$ cat src/rtl/zt_sram.sv
module zt_sram #(
  parameter int AW    = 6,
  parameter int LANES = 2,
  parameter int LW    = 8
) (
  input  logic                clk,
  input  logic                rst_n,
  input  logic                cke_n,
  input  logic                sel1_n,
  input  logic                sel2,
  input  logic                sel3_n,
  input  logic                wr_n,
  input  logic                adv,
  input  logic                ileave,
  input  logic [LANES-1:0]    lane_n,
  input  logic [AW-1:0]       addr,
  input  logic [LANES*LW-1:0] din,
  input  logic                oe_n,
  output logic [LANES*LW-1:0] dout,
  output logic                dout_en
);
  localparam int DEPTH = 1 << AW;

  logic             act, wrt;
  logic [AW-3:0]    row;
  logic [1:0]       base, cnt, low;
  logic [LANES-1:0] lmask;
  logic [AW-1:0]    eff;
  logic             sel;

  assign sel     = !sel1_n && sel2 && !sel3_n;
  assign low     = ileave ? (base ^ cnt) : (base + cnt);
  assign eff     = {row, low};
  assign dout_en = act && !wrt && !oe_n;

  always_ff @(posedge clk or negedge rst_n) begin
    if (!rst_n) begin
      act   <= 1'b0;
      wrt   <= 1'b0;
      row   <= '0;
      base  <= '0;
      cnt   <= '0;
      lmask <= '1;
    end else if (!cke_n) begin
      lmask <= lane_n;
      if (!adv) begin
        act  <= sel;
        wrt  <= sel && !wr_n;
        row  <= addr[AW-1:2];
        base <= addr[1:0];
        cnt  <= '0;
      end else begin
        cnt <= cnt + 2'd1;
      end
    end
  end

  for (genvar g = 0; g < LANES; g++) begin : g_lane
    logic [LW-1:0] bank [DEPTH];
    always_ff @(posedge clk) begin
      if (!cke_n && act && wrt && !lmask[g])
        bank[eff] <= din[g*LW +: LW];
    end
    assign dout[g*LW +: LW] = dout_en ? bank[eff] : '0;
  end
endmodule


$ cat config.mk
export PLATFORM = sky130hd
export DESIGN_NAME = zt_sram
export DESIGN_NICKNAME = d
export VERILOG_FILES = /design/src/rtl/zt_sram.sv
export SDC_FILE = /design/constraint.sdc
export NUM_CORES = 1
export LEC_CHECK = 0
export ABC_AREA = 0
export ABC_CLOCK_PERIOD_IN_PS = 3880
export BUFFER_PORTS_ARGS = -buffer_cell sky130_fd_sc_hd__buf_2
export CAP_MARGIN = 20
export CORE_MARGIN = 2
export CORE_UTILIZATION = 41
export CTS_CLUSTER_SIZE = 24
export DETAILED_ROUTE_END_ITERATION = 12
export PLACE_DENSITY_LB_ADDON = 0.1
export REMOVE_ABC_BUFFERS = 1
export SLEW_MARGIN = 10
export SYNTH_ARGS = -nofsm -noshare
export SYNTH_HDL_FRONTEND = slang
export SYNTH_SLANG_ARGS = --single-unit
$ cat constraint.sdc
create_clock -name clk -period 3.88 [get_ports clk]
set_input_delay 0.194 -clock clk [delete_from_list [all_inputs] [get_ports clk]]
set_output_delay 0.194 -clock clk [all_outputs]
set_load 0.01 [all_outputs]
==> summary.md, run 1 <==
| Metric | Value |
|---|---|
| Worst clock skew on the final layout | `11.3 ps` |
| Adder-Cell Fraction of Synth Area | `0.000310` |
| Relative contribution of the clock network to total power | `0.367` |
| Design Power | `28.9 mW` |
| Slew headroom | `0.206` |
| Setup Total Neg Slack | `0 ps` |
| Sink count of the clock tree | `1036` |
| Max Clk Rate | `0.262 GHz` |
| Post-synth cell types | `53` |
| Number of synthesized register bits | `1036` |
| Starting utilization of the core area | `0.415` |
| Layout overhead on the synthesized area | `20.1%` |
| Final core utilization | `0.499` |
| Cell leakage power | `16.1 nW` |
| Fraction of layout instances using a drive strength above 1 | `0.236` |
| Detailed placer's ending HPWL | `75800 microns` |
| Category of the critical setup timing path | `flop to output pin` |
| Via total after detailed routing | `23301` |
| Total internal power | `21.1 mW` |
| Largest stage delay, worst path | `590 ps` |
| Worst hold slack after final layout | `18.4 ps` |
| Status | `completed` |
| Number of global-route vias before repair | `23444` |
| Maximum buffer depth of the clock tree | `3` |
| Psw | `7.82 mW` |
| FFs w/ async S/R, synth | `0.0116` |
| Relative contribution of combinational cells to total power | `0.206` |
| P per Cell Area | `598 mW/mm^2` |
| Type of element capturing the critical path | `output pin` |
| Part of the total power dissipated in sequential elements | `0.427` |
| Wirelength, routed | `120000 microns` |
| GP Congestion | `0.838` |
| Post-Synth Simple-Gate Area | `0.0866` |
| Global router's overall resource usage | `0.234` |
| Routed length per placed instance | `29.6 microns` |
| Slew of the pin with the lowest slew margin | `1190 ps` |
| Maximum vdd ir drop | `0.000388 V` |
| Initial antenna violation count | `0` |
| Number of flops mapped to enable cells by yosys | `1024` |
| Highest net fanout along the worst path | `7` |
| Cell at the slowest stage of the critical path | `sky130_fd_sc_hd__or4_4` |
| Post-synthesis xor/xnor area fraction | `0.00158` |
| Worst slack after detailed placement | `-9.89 ps` |
| Die outline area | `0.101 sq mm` |
| Type of the most critical hold path | `primary input to flop` |
| Root cell of the clock tree | `sky130_fd_sc_hd__clkbuf_16` |
| Multiplexer share of the synthesized area | `0.0957` |
| Number of inserted diodes | `0` |
| Clock latency of the later-clocked register in the worst-skew pair | `670 ps` |
| Switch share | `0.270` |
| Synthesized area per cell | `16.9 sq um` |
| Total of max-cap violations | `0` |
| Post-route DRC | `0` |
| Fraction of the yosys area taken by sequential cells | `0.771` |
| Final setup margin | `62.0 ps` |
| Boundary Pins | `51` |
| Via-per-instance ratio | `5.73` |
| Number of nets still failing antenna checks after routing | `0` |
| Fraction of the mapped netlist area in compound gates | `0.0303` |
| Crit-path most repeated cell | `sky130_fd_sc_hd__buf_4` |
| Combined buffer and inverter count along the critical path | `6` |
| Clock-pin slew of the registers on the worst-case setup and hold paths | `60 ps` |
| Cell count after synthesis | `2380` |
| Horiz. Die Dim | `318 microns` |
| CTS buffer count | `110` |
| RSZ-0062 raised after global routing | `yes` |
| Final number of max-transition violations | `0` |
| Global-route wire length before repair | `171000 microns` |
| Cell area after synthesis | `0.0403 sq mm` |
| Critical path's top delay family | `simple AND/OR/NAND/NOR gates` |
| Final critical-path required period | `3820 ps` |
| Iteration-0 DRC count of the detailed router | `2760` |
| Height of the chip | `318 microns` |
| Worst EP arrival | `3620 ps` |
| Hold violation total from the final report | `0` |
| Number of buffers added on ports | `50` |
| Final Cycle Share | `0.984` |
| Required time worst endpoint | `3690 ps` |
| Primary flip-flop cell chosen by synthesis mapping | `sky130_fd_sc_hd__edfxtp_1` |
| Total of warnings raised by yosys | `0` |
| Total grt overflow | `0` |
| Number of inserted filler cells in the final layout | `8195` |
| Cell Chain, Critical Path | `xnor2_4 > buf_12 > xor2_4 > buf_12 > buf_16 > buf_4 > nand2_1 > nand3_1 > nand4_1 > or4_4 > nor4_4 > buf_4 > buf_4` |
| Max H-tree Level | `3` |
| Critical Path Source Type | `flop` |
| CTS tree | `done` |
| Net count of the finished layout | `2734` |
| Iteration count of the initial detailed-routing pass | `7` |
| Core footprint | `0.0970 sq mm` |
| Number of failing setup endpoints in the final timing report | `0` |
| Row Count | `114` |
| Maximum number of pins on one net before global-route repair | `65` |
| Main combinational cell family by area after synthesis | `multiplexers` |
==> Yosys cell counts (6+ instances only) <==
library cell	instances	area share
sky130_fd_sc_hd__nor2_1	191	0.018
sky130_fd_sc_hd__buf_4	19	0.0035
sky130_fd_sc_hd__nand4_1	35	0.0054
sky130_fd_sc_hd__clkbuf_1	50	0.0047
sky130_fd_sc_hd__or4_1	7	0.0013
sky130_fd_sc_hd__nor2b_1	6	0.00093
sky130_fd_sc_hd__buf_1	10	0.00093
sky130_fd_sc_hd__a2111oi_0	7	0.0015
sky130_fd_sc_hd__mux2_2	11	0.0031
sky130_fd_sc_hd__nor3_1	11	0.0014
sky130_fd_sc_hd__a22o_1	8	0.0017
sky130_fd_sc_hd__a21oi_1	28	0.0035
sky130_fd_sc_hd__a22oi_1	15	0.0028
sky130_fd_sc_hd__nand3_1	142	0.018
sky130_fd_sc_hd__mux2i_1	78	0.019
sky130_fd_sc_hd__o22ai_1	19	0.0029
sky130_fd_sc_hd__a211oi_1	12	0.0022
sky130_fd_sc_hd__a31oi_1	28	0.0043
sky130_fd_sc_hd__edfxtp_1	1024	0.76
sky130_fd_sc_hd__and3_1	16	0.0025
sky130_fd_sc_hd__buf_2	43	0.0053
sky130_fd_sc_hd__nor4_1	11	0.0017
sky130_fd_sc_hd__o211ai_1	10	0.0019
sky130_fd_sc_hd__mux4_2	131	0.073
sky130_fd_sc_hd__dfrtp_1	10	0.0062
sky130_fd_sc_hd__o21ai_0	42	0.0052
sky130_fd_sc_hd__nand2_1	367	0.034
==> layer usage <==
| layer | track usage | routed length, microns | part of all wire |
|---|---|---|---|
| met3 | 0.0346 | 7970 | 0.066 |
| met5 | 0 | 0 | 0 |
| met4 | 0.0603 | 2950 | 0.025 |
| met1 | 0.327 | 51100 | 0.42 |
| met2 | 0.388 | 58400 | 0.49 |
==> registers in the layout (all words and copies together) (netlist names) <==
register,count
row,4
cnt,2
lmask,2
g_lane.bank,1024
base,2
act,1
wrt,1
==> cell type report <==
class	instances	area [sq um]	share of cell area
sequential	1036	31100	0.642
multi-input combinational	1219	8990	0.186
timing repair buffer	330	3140	0.0649
clock buffer	137	2920	0.0603
tap	1276	1600	0.0330
clock inverter	66	699	0.0144
inverter	2	7.51	0.000155
==> cells by family after synthesis <==
| kind of cell | Yosys count |
|---|---|
| flip-flops | 1036 |
| AND/OR/NAND/NOR | 807 |
| multiplexers | 220 |
| AO/OA/AOI/OAI | 188 |
| buffers and inverters | 125 |
| XOR/XNOR | 3 |
| adder cells (fa/ha/maj) | 1 |
==> final timing paths <==
path | from | to | slack [ps] | cells past startpoint
setup / recovery | cnt[1]$_DFFE_PN0N_ | dout[10] | 60 | 13
hold / removal | din[1] | g_lane[0].bank[27][1]$_DFFE_PP_ | 20 | 1
setup reg to reg | cnt[1]$_DFFE_PN0N_ | g_lane[1].bank[52][2]$_DFFE_PP_ | 660 | 11
hold reg to reg | base[0]$_DFFE_PN0P_ | base[0]$_DFFE_PN0P_ | 580 | 1
max in group asynchronous | rst_n | row[0]$_DFFE_PN0P_ | 2350 | 4
min in group asynchronous | rst_n | lmask[1]$_DFFE_PN1N_ | 570 | 3
==> power by group through the flow <==
stage	registers, mW	logic (mW)	clock network, mW
after floorplan	12.6	2.79	0
after global placement	12.6	4.77	0
after detailed placement	12.6	4.79	0
after CTS	12.4	5.61	10.8
after global routing	12.4	6.23	11.2
final	12.4	5.96	10.6
==> worst register-to-register path, delay by kind of cell (launching register included) <==
family | cells | cell delay (ps)
simple gates | 3 | 1040
buf+inv | 6 | 1030
flops | 1 | 440
xor+xnor | 2 | 330
==> repair_timing <==
| item | in CTS | in global routing |
|---|---|---|
| hold endpoints to repair | 53 | 0 |
| setup endpoints to repair | 16 | 15 |
| cloned | 7 | 6 |
| gates resized for setup | 65 | 53 |
| buffers inserted | 31 | 15 |
| pin swaps | 18 | 18 |
| hold buffers | 24 | 0 |
==> cell usage in the layout, fill, tap and decap left out, drive strengths merged, types with 10 or more instances in the layout <==
master | Yosys | routed
nand3 | 142 | 142
mux2i | 78 | 78
buf | 73 | 298
mux4 | 131 | 131
edfxtp | 1024 | 1024
a21oi | 28 | 28
nand2 | 367 | 367
bufinv | 0 | 16
dfrtp | 10 | 10
and3 | 16 | 16
a211oi | 12 | 12
a22oi | 15 | 15
o22ai | 19 | 19
nor2 | 191 | 191
a31oi | 28 | 28
nor3 | 11 | 11
nor4 | 11 | 11
mux2 | 11 | 11
clkbuf | 50 | 142
o211ai | 10 | 10
clkinv | 0 | 48
dlygate4sd3 | 0 | 24
o21ai | 42 | 42
nand4 | 35 | 35
==> through the flow <==
step	cell area (sq um)	cells
finish	48400	4066
detailed placement	43300	3783
global route	48400	4066
global placement	43300	3782
floorplan	39700	2257
CTS	48000	4048
Power figures use the tool's default switching activity.
==> run 2: changes to the inputs <==
ABC_CLOCK_PERIOD_IN_PS = 3250   (was 3880)
CORE_ASPECT_RATIO = 0.5   (was not set)
clock period = 3.25 ns   (was 3.88 ns; I/O delays follow)
==> summary.md, run 2 (same netlist as run 1, synthesis figures left out) <==
| Metric | Value |
|---|---|
| Die outline area | `0.101 sq mm (+0.15%)` |
| Global router's overall resource usage | `0.242 (+0.00722)` |
| Via total after detailed routing | `24019 (+3.1%)` |
| Required time worst endpoint | `3090 ps (-600 ps)` |
| Iteration-0 DRC count of the detailed router | `2725 (-1.3%)` |
| Horiz. Die Dim | `447 microns (+41%)` |
| Final critical-path required period | `3700 ps` |
| Number of failing setup endpoints in the final timing report | `16 (+16)` |
| Starting utilization of the core area | `0.413 (-0.00257)` |
| Total internal power | `24.6 mW (+17%)` |
| Wirelength, routed | `123000 microns (+2.5%)` |
| Cell Chain, Critical Path | `xnor2_4 > xor2_4 > buf_6 > buf_12 > buf_6 > buf_8 > buf_4 > nand2_1 > a31oi_1 > nand4_1 > nor4_4 > buf_4 > buf_6` |
| Relative contribution of the clock network to total power | `0.316 (-0.051)` |
| Number of inserted diodes | `0 (unchanged)` |
| Max FFs per register | `1024 (unchanged)` |
| Launch point of the worst hold path | `din[9]` |
| Maximum number of pins on one net before global-route repair | `65 (unchanged)` |
| Number of buffers added on ports | `50 (unchanged)` |
| Reg2reg setup slack | `470 ps (-190 ps)` |
| P per Cell Area | `686 mW/mm^2 (+15%)` |
| Crit-path most repeated cell | `sky130_fd_sc_hd__buf_6` |
| Net count of the finished layout | `2871 (+5.0%)` |
| Initial antenna violation count | `3 (+3)` |
| Final Cycle Share | `1.14` |
| Slew headroom | `0.295 (+0.0898)` |
| Routed length per placed instance | `29.1 microns (-1.6%)` |
| Clock-pin slew of the registers on the worst-case setup and hold paths | `60 ps (about the same)` |
| Detailed placer's ending HPWL | `77400 microns (+2.1%)` |
| Category of the critical setup timing path | `flop to output pin` |
| Cell leakage power | `16.8 nW (+4.5%)` |
| Height of the chip | `226 microns (-29%)` |
| Maximum buffer depth of the clock tree | `3 (unchanged)` |
| Max H-tree Level | `3 (unchanged)` |
| Relative contribution of combinational cells to total power | `0.255 (+0.049)` |
| Violated checks | `setup timing` |
| Worst hold slack after final layout | `5.10 ps (-13.3 ps)` |
| Core footprint | `0.0976 sq mm (+0.62%)` |
| Psw | `9.68 mW (+24%)` |
| Top flop regs | `g_lane.bank (1024), row (4)` |
| Commonest non-fill, non-tap cell in the layout | `sky130_fd_sc_hd__edfxtp_1` |
| Type of the most critical hold path | `primary input to flop` |
| Final number of max-transition violations | `0 (unchanged)` |
| Commonest cells after routing, fill and taps aside | `sky130_fd_sc_hd__edfxtp_1, sky130_fd_sc_hd__nand2_1, sky130_fd_sc_hd__buf_4, sky130_fd_sc_hd__nor2_1, sky130_fd_sc_hd__mux4_2` |
| Total of max-cap violations | `0 (unchanged)` |
| Maximum vdd ir drop | `0.000364 V (-6.3%)` |
| Hold path depth | `1 (unchanged)` |
| Register ranked first by flip-flop count | `g_lane.bank` |
| Boundary Pins | `51 (unchanged)` |
| GP Congestion | `0.856 (+2.1%)` |
| Final setup margin | `-450 ps (-512 ps)` |
| Iteration count of the initial detailed-routing pass | `6 (-1)` |
| Max Clk Rate | `0.270 GHz` |
| Cell at the slowest stage of the critical path | `sky130_fd_sc_hd__dfrtp_2` |
| Critical Path Source Type | `flop` |
| Worst reg-to-reg path cell count | `11 (unchanged)` |
| Hold path endpoint | `g_lane[1].bank[36][1]$_DFFE_PP_` |
| Fraction of layout instances using a drive strength above 1 | `0.303 (+0.0676)` |
| Worst setup startpoint | `base[1]$_DFFE_PN0P_` |
| Type of element capturing the critical path | `output pin` |
| Part of the total power dissipated in sequential elements | `0.430 (+0.003)` |
| RSZ-0062 raised after global routing | `yes` |
| CTS tree | `done` |
| Layout overhead on the synthesized area | `24.0%` |
| Global-route wire length before repair | `172000 microns (+0.53%)` |
| Final core utilization | `0.512 (+0.0128)` |
| Post-route DRC | `0 (unchanged)` |
| Highest net fanout along the worst path | `4 (-3)` |
| Clock latency of the later-clocked register in the worst-skew pair | `700 ps (+30 ps)` |
| Total grt overflow | `0 (unchanged)` |
| Non-filler instance count after layout | `4235 (+4.2%)` |
| Root cell of the clock tree | `sky130_fd_sc_hd__clkbuf_16` |
| Worst EP arrival | `3540 ps (-80 ps)` |
| Hold violation total from the final report | `0 (unchanged)` |
| Switch share | `0.282 (+0.0119)` |
| Slew of the pin with the lowest slew margin | `1060 ps (-130 ps)` |
| Number of inserted filler cells in the final layout | `7984 (-2.6%)` |
| Worst flop-to-flop path endpoint | `g_lane[1].bank[6][0]$_DFFE_PP_` |
| Row Count | `81 (-29%)` |
| CTS buffer count | `93 (-15%)` |
| Status | `complete, but fails checks` |
| Worst clock skew on the final layout | `21.4 ps (+10.1 ps)` |
| Number of global-route vias before repair | `23371 (-0.31%)` |
| Sink count of the clock tree | `1036 (unchanged)` |
| Number of nets still failing antenna checks after routing | `0 (unchanged)` |
| Via-per-instance ratio | `5.67 (-1.0%)` |
| Largest stage delay, worst path | `440 ps (-150 ps)` |
| Placed cell count | `3942 (+4.2%)` |
| Crit Reg-Reg Startpoint | `base[1]$_DFFE_PN0P_` |
==> run 2: cell types whose count changed in the layout (fill, tap and decap cells not counted), moves of 10 or more <==
cell                        previous run  this run
sky130_fd_sc_hd__buf_8                 4        16
sky130_fd_sc_hd__buf_12               18        28
sky130_fd_sc_hd__clkbuf_16           118       107
sky130_fd_sc_hd__nand2_2               5        15
sky130_fd_sc_hd__buf_6                12        33
sky130_fd_sc_hd__clkinv_1             32        20
sky130_fd_sc_hd__nand3_2               5        28
sky130_fd_sc_hd__nand2_1             362       343
sky130_fd_sc_hd__a31oi_1              27        16
sky130_fd_sc_hd__bufinv_16            16         6
sky130_fd_sc_hd__nand3_1             136       112
sky130_fd_sc_hd__buf_4               204       312
==> run 2: worst max-delay path, delay by kind of cell, from the launching register on <==
kind / cells / cell delay, ps
buffers and inverters: 7 / 910
and+or+nand+nor: 3 / 630
xor gates and xnor gates: 2 / 470
DFF: 1 / 440
AOI/OAI and AO/OA: 1 / 390
==> run 2: worst max path at each step <==
stage,endpoint,cells after the start
floorplan,g_lane[0].bank[11][0]$_DFFE_PP_,4
global placement,dout[12],11
detailed placement,dout[12],11
CTS,dout[10],13
global route,dout[11],14
finish,dout[11],13
==> run 2: repair_timing <==
action                                  in CTS  in global routing
hold buffers                                19                  0
resized for setup                          132                165
buffers inserted                            57                 35
cloned                                      12                 15
endpoints found under the hold margin       31                  0
pin swaps                                   32                 72
endpoints found under the setup margin      16                 16
==> run 2: cell type report <==
class / instances / area (sq um) / share of cell area
well taps: 1328 / 1660 / 0.0333
multi-input cells: 1219 / 9530 / 0.191
clock buffers: 120 / 2520 / 0.0505
inverters: 2 / 10.0 / 0.000200
clock inverters: 46 / 380 / 0.00761
repair buffers: 484 / 4800 / 0.0961
flip-flops and latches: 1036 / 31100 / 0.622
==> run 2: through the flow <==
step | setup TNS [ps] | worst slack (ps) | power, mW | area [sq um]
final | -5850 | -450 | 34.3 | 50000
after global routing | -7630 | -576 | 35.3 | 50000
after CTS | -7470 | -526 | 33.2 | 48800
after detailed placement | -479 | -188 | 21.0 | 44200
after global placement | -446 | -150 | 21.0 | 44200
after floorplan | - | -18360 | 18.2 | 39700
==> run 2: power by group through the flow <==
stage | clock network [mW] | registers, mW | logic, mW
floorplan | 0 | 15.0 | 3.14
global placement | 0 | 15.0 | 5.99
detailed placement | 0 | 15.0 | 6.00
CTS | 11.0 | 14.7 | 7.52
global route | 11.5 | 14.7 | 9.10
finish | 10.8 | 14.7 | 8.74
==> run 2: routing by layer <==
layer  up-vias  part of all wire  GRT usage
met4         2             0.024     0.0626
met3       161             0.082     0.0550
met2       937              0.45      0.367
met1     12681              0.45      0.352
li1      10238                 -          -
met5         -           0.00011          0
==> run 3: changes to the inputs <==
ABC_CLOCK_PERIOD_IN_PS = 3700   (was 3250)
clock period = 3.7 ns   (was 3.25 ns; I/O delays follow)
==> summary.md, run 3 (same netlist as run 1, synthesis figures left out) <==
| Metric | Value |
|---|---|
| Status | `complete, but fails checks` |
| Violated checks | `setup timing` |
| Iteration count of the initial detailed-routing pass | `6 (unchanged)` |
| Final setup margin | `-161 ps (+289 ps)` |
| Via total after detailed routing | `24209 (+0.79%)` |
| Cell Chain, Critical Path | `xnor2_4 > buf_12 > buf_6 > xnor2_4 > buf_12 > clkbuf_16 > buf_4 > buf_12 > nand2_1 > a21oi_2 > o21ai_2 > a2111oi_4 > buf_4 > and3_4 > buf_6` |
| Number of inserted diodes | `0 (unchanged)` |
| Sink count of the clock tree | `1036 (unchanged)` |
| Max FFs per register | `1024 (unchanged)` |
| Fraction of layout instances using a drive strength above 1 | `0.298 (-0.00587)` |
| Slew headroom | `0.320 (+0.0250)` |
| Clock-pin slew of the registers on the worst-case setup and hold paths | `70 ps (about the same)` |
| Boundary Pins | `51 (unchanged)` |
| RSZ-0062 raised after global routing | `yes` |
| Highest net fanout along the worst path | `7 (+3)` |
| Global router's overall resource usage | `0.249 (+0.00731)` |
| Routed length per placed instance | `30.1 microns (+3.2%)` |
| Instance area after placement | `0.0437 sq mm (-1.2%)` |
| Worst EP arrival | `3680 ps (+140 ps)` |
| Height of the chip | `226 microns (unchanged)` |
| Cell at the slowest stage of the critical path | `sky130_fd_sc_hd__dfrtp_2` |
| Via-per-instance ratio | `5.76 (+1.5%)` |
| Top flop regs | `g_lane.bank (1024), row (4)` |
| CTS buffer count | `92 (-1.1%)` |
| Hold violation total from the final report | `0 (unchanged)` |
| Maximum vdd ir drop | `0.000283 V (-22%)` |
| Die outline area | `0.101 sq mm (unchanged)` |
| CTS tree | `done` |
| Worst hold slack after final layout | `31.2 ps (+26.1 ps)` |
| Horiz. Die Dim | `447 microns (unchanged)` |
| Layout overhead on the synthesized area | `23.9%` |
| Number of nets still failing antenna checks after routing | `0 (unchanged)` |
| Number of buffers added on ports | `50 (unchanged)` |
| Root cell of the clock tree | `sky130_fd_sc_hd__clkbuf_16` |
| Detailed placer's ending HPWL | `77900 microns (+0.74%)` |
| Cell leakage power | `16.7 nW (-0.79%)` |
| Number of global-route vias before repair | `23183 (-0.80%)` |
| Slew of the pin with the lowest slew margin | `1020 ps (-41.2 ps)` |
| Worst clock skew on the final layout | `33.8 ps (+12.4 ps)` |
| Max H-tree Level | `3 (unchanged)` |
| Number of failing setup endpoints in the final timing report | `13 (-3)` |
| Register ranked first by flip-flop count | `g_lane.bank` |
| Global-route wire length before repair | `177000 microns (+3.0%)` |
| Final number of max-transition violations | `0 (unchanged)` |
| Crit-path most repeated cell | `sky130_fd_sc_hd__buf_12` |
| Core footprint | `0.0976 sq mm (unchanged)` |
| Maximum buffer depth of the clock tree | `3 (unchanged)` |
| Net count of the finished layout | `2843 (-0.98%)` |
| Placed cell count | `3877 (-1.6%)` |
| Multi-input combinational cell area | `0.00948 sq mm (-0.54%)` |
| Required time worst endpoint | `3510 ps (+420 ps)` |
| Non-filler instance count after layout | `4205 (-0.71%)` |
| Total grt overflow | `0 (unchanged)` |
| Type of the most critical hold path | `primary input to flop` |
| Wirelength, routed | `126000 microns (+2.5%)` |
| Total of max-cap violations | `0 (unchanged)` |
| Iteration-0 DRC count of the detailed router | `3249 (+19%)` |
| Largest stage delay, worst path | `440 ps (about the same)` |
| Final critical-path required period | `3860 ps` |
| Category of the critical setup timing path | `flop to output pin` |
| Post-route DRC | `0 (unchanged)` |
| GP Congestion | `0.855 (-0.15%)` |
| Number of inserted filler cells in the final layout | `7919 (-0.81%)` |
| Maximum number of pins on one net before global-route repair | `56 (-14%)` |
| Commonest non-fill, non-tap cell in the layout | `sky130_fd_sc_hd__edfxtp_1` |
| Layout Cell Area excl Fill | `0.0499 sq mm (-0.10%)` |
| Type of element capturing the critical path | `output pin` |
| Design Power | `30.5 mW (-11%)` |
| Commonest cells after routing, fill and taps aside | `sky130_fd_sc_hd__edfxtp_1, sky130_fd_sc_hd__nand2_1, sky130_fd_sc_hd__buf_4, sky130_fd_sc_hd__nor2_1, sky130_fd_sc_hd__mux4_2` |
| Footprint of the flip-flops and latches | `0.0311 sq mm (about the same)` |
| Critical Path Source Type | `flop` |
| Max Clk Rate | `0.259 GHz` |
| Initial antenna violation count | `1 (-2)` |
| Clock latency of the later-clocked register in the worst-skew pair | `710 ps (about the same)` |
| Starting utilization of the core area | `0.413 (unchanged)` |
| P per Cell Area | `611 mW/mm^2 (-11%)` |
| Row Count | `81 (unchanged)` |
| Final Cycle Share | `1.04` |
==> run 3: cell types whose count changed in the layout (fill, tap and decap cells not counted), sizes merged <==
cell	change
inv	-1
clkinv	+1
dlygate4sd3	+6
buf	-38
bufinv	+2
bufbuf	+5
clkbuf	-10
clkinvlp	+5
==> run 3: final timing paths <==
check / startpoint / end / slack, ps / cells past startpoint
max in group asynchronous: rst_n / row[2]$_DFFE_PN0P_ / 2150 / 4
min reg2reg: base[1]$_DFFE_PN0P_ / base[1]$_DFFE_PN0P_ / 600 / 1
min: din[5] / g_lane[0].bank[36][5]$_DFFE_PP_ / 30 / 1
min in group asynchronous: rst_n / lmask[1]$_DFFE_PN1N_ / 540 / 3
max reg2reg: base[1]$_DFFE_PN0P_ / g_lane[1].bank[31][0]$_DFFE_PP_ / 300 / 12
max: base[1]$_DFFE_PN0P_ / dout[9] / -160 / 15
==> run 3: per-stage QoR <==
step / worst slack (ps) / util / TNS, ps
after floorplan: -17910 / - / -
after CTS: -196 / 0.499 / -1800
after global routing: -221 / 0.511 / -2410
final: -161 / 0.511 / -1020
after global placement: -103 / 0.448 / -115
after detailed placement: -170 / 0.448 / -185
==> run 3: layout make-up <==
cell class                 count  share of cell area
sequential                  1036               0.622
multi-input combinational   1219               0.190
timing repair buffer         457              0.0969
clock buffer                 110              0.0479
tap                         1328              0.0333
clock inverter                53             0.00945
inverter                       2            0.000251
==> run 3: worst max-delay path: cells and delay by family, from the launching register on <==
kind | cells | cell delay [ps]
DFF | 1 | 440
and+or+nand+nor | 2 | 280
buffers and inverters | 8 | 1120
AOI/OAI and AO/OA | 3 | 690
xor gates and xnor gates | 2 | 430
==> run 3: what timing repair did <==
action	CTS	global route
setup endpoints to repair	16	16
gates resized for setup	165	144
hold endpoints to repair	41	28
buffers inserted	72	40
pin swaps	48	55
hold buffers	23	2
cloned	17	11
==> run 3: power by group <==
group / switching, mW / internal (mW) / leakage (nW)
clock network: 4.35 / 5.16 / 1.40
logic: 4.31 / 3.74 / 5.96
registers: 0.0395 / 12.9 / 9.34
total: 8.70 / 21.8 / 16.7
==> run 3: metal layers <==
metal | routed length [microns] | GRT usage | vias up
met5 | 13 | 0 | -
met4 | 2780 | 0.0536 | 2
met3 | 10100 | 0.0418 | 167
met2 | 56800 | 0.375 | 1015
met1 | 56700 | 0.380 | 12839
li1 | - | - | 10186
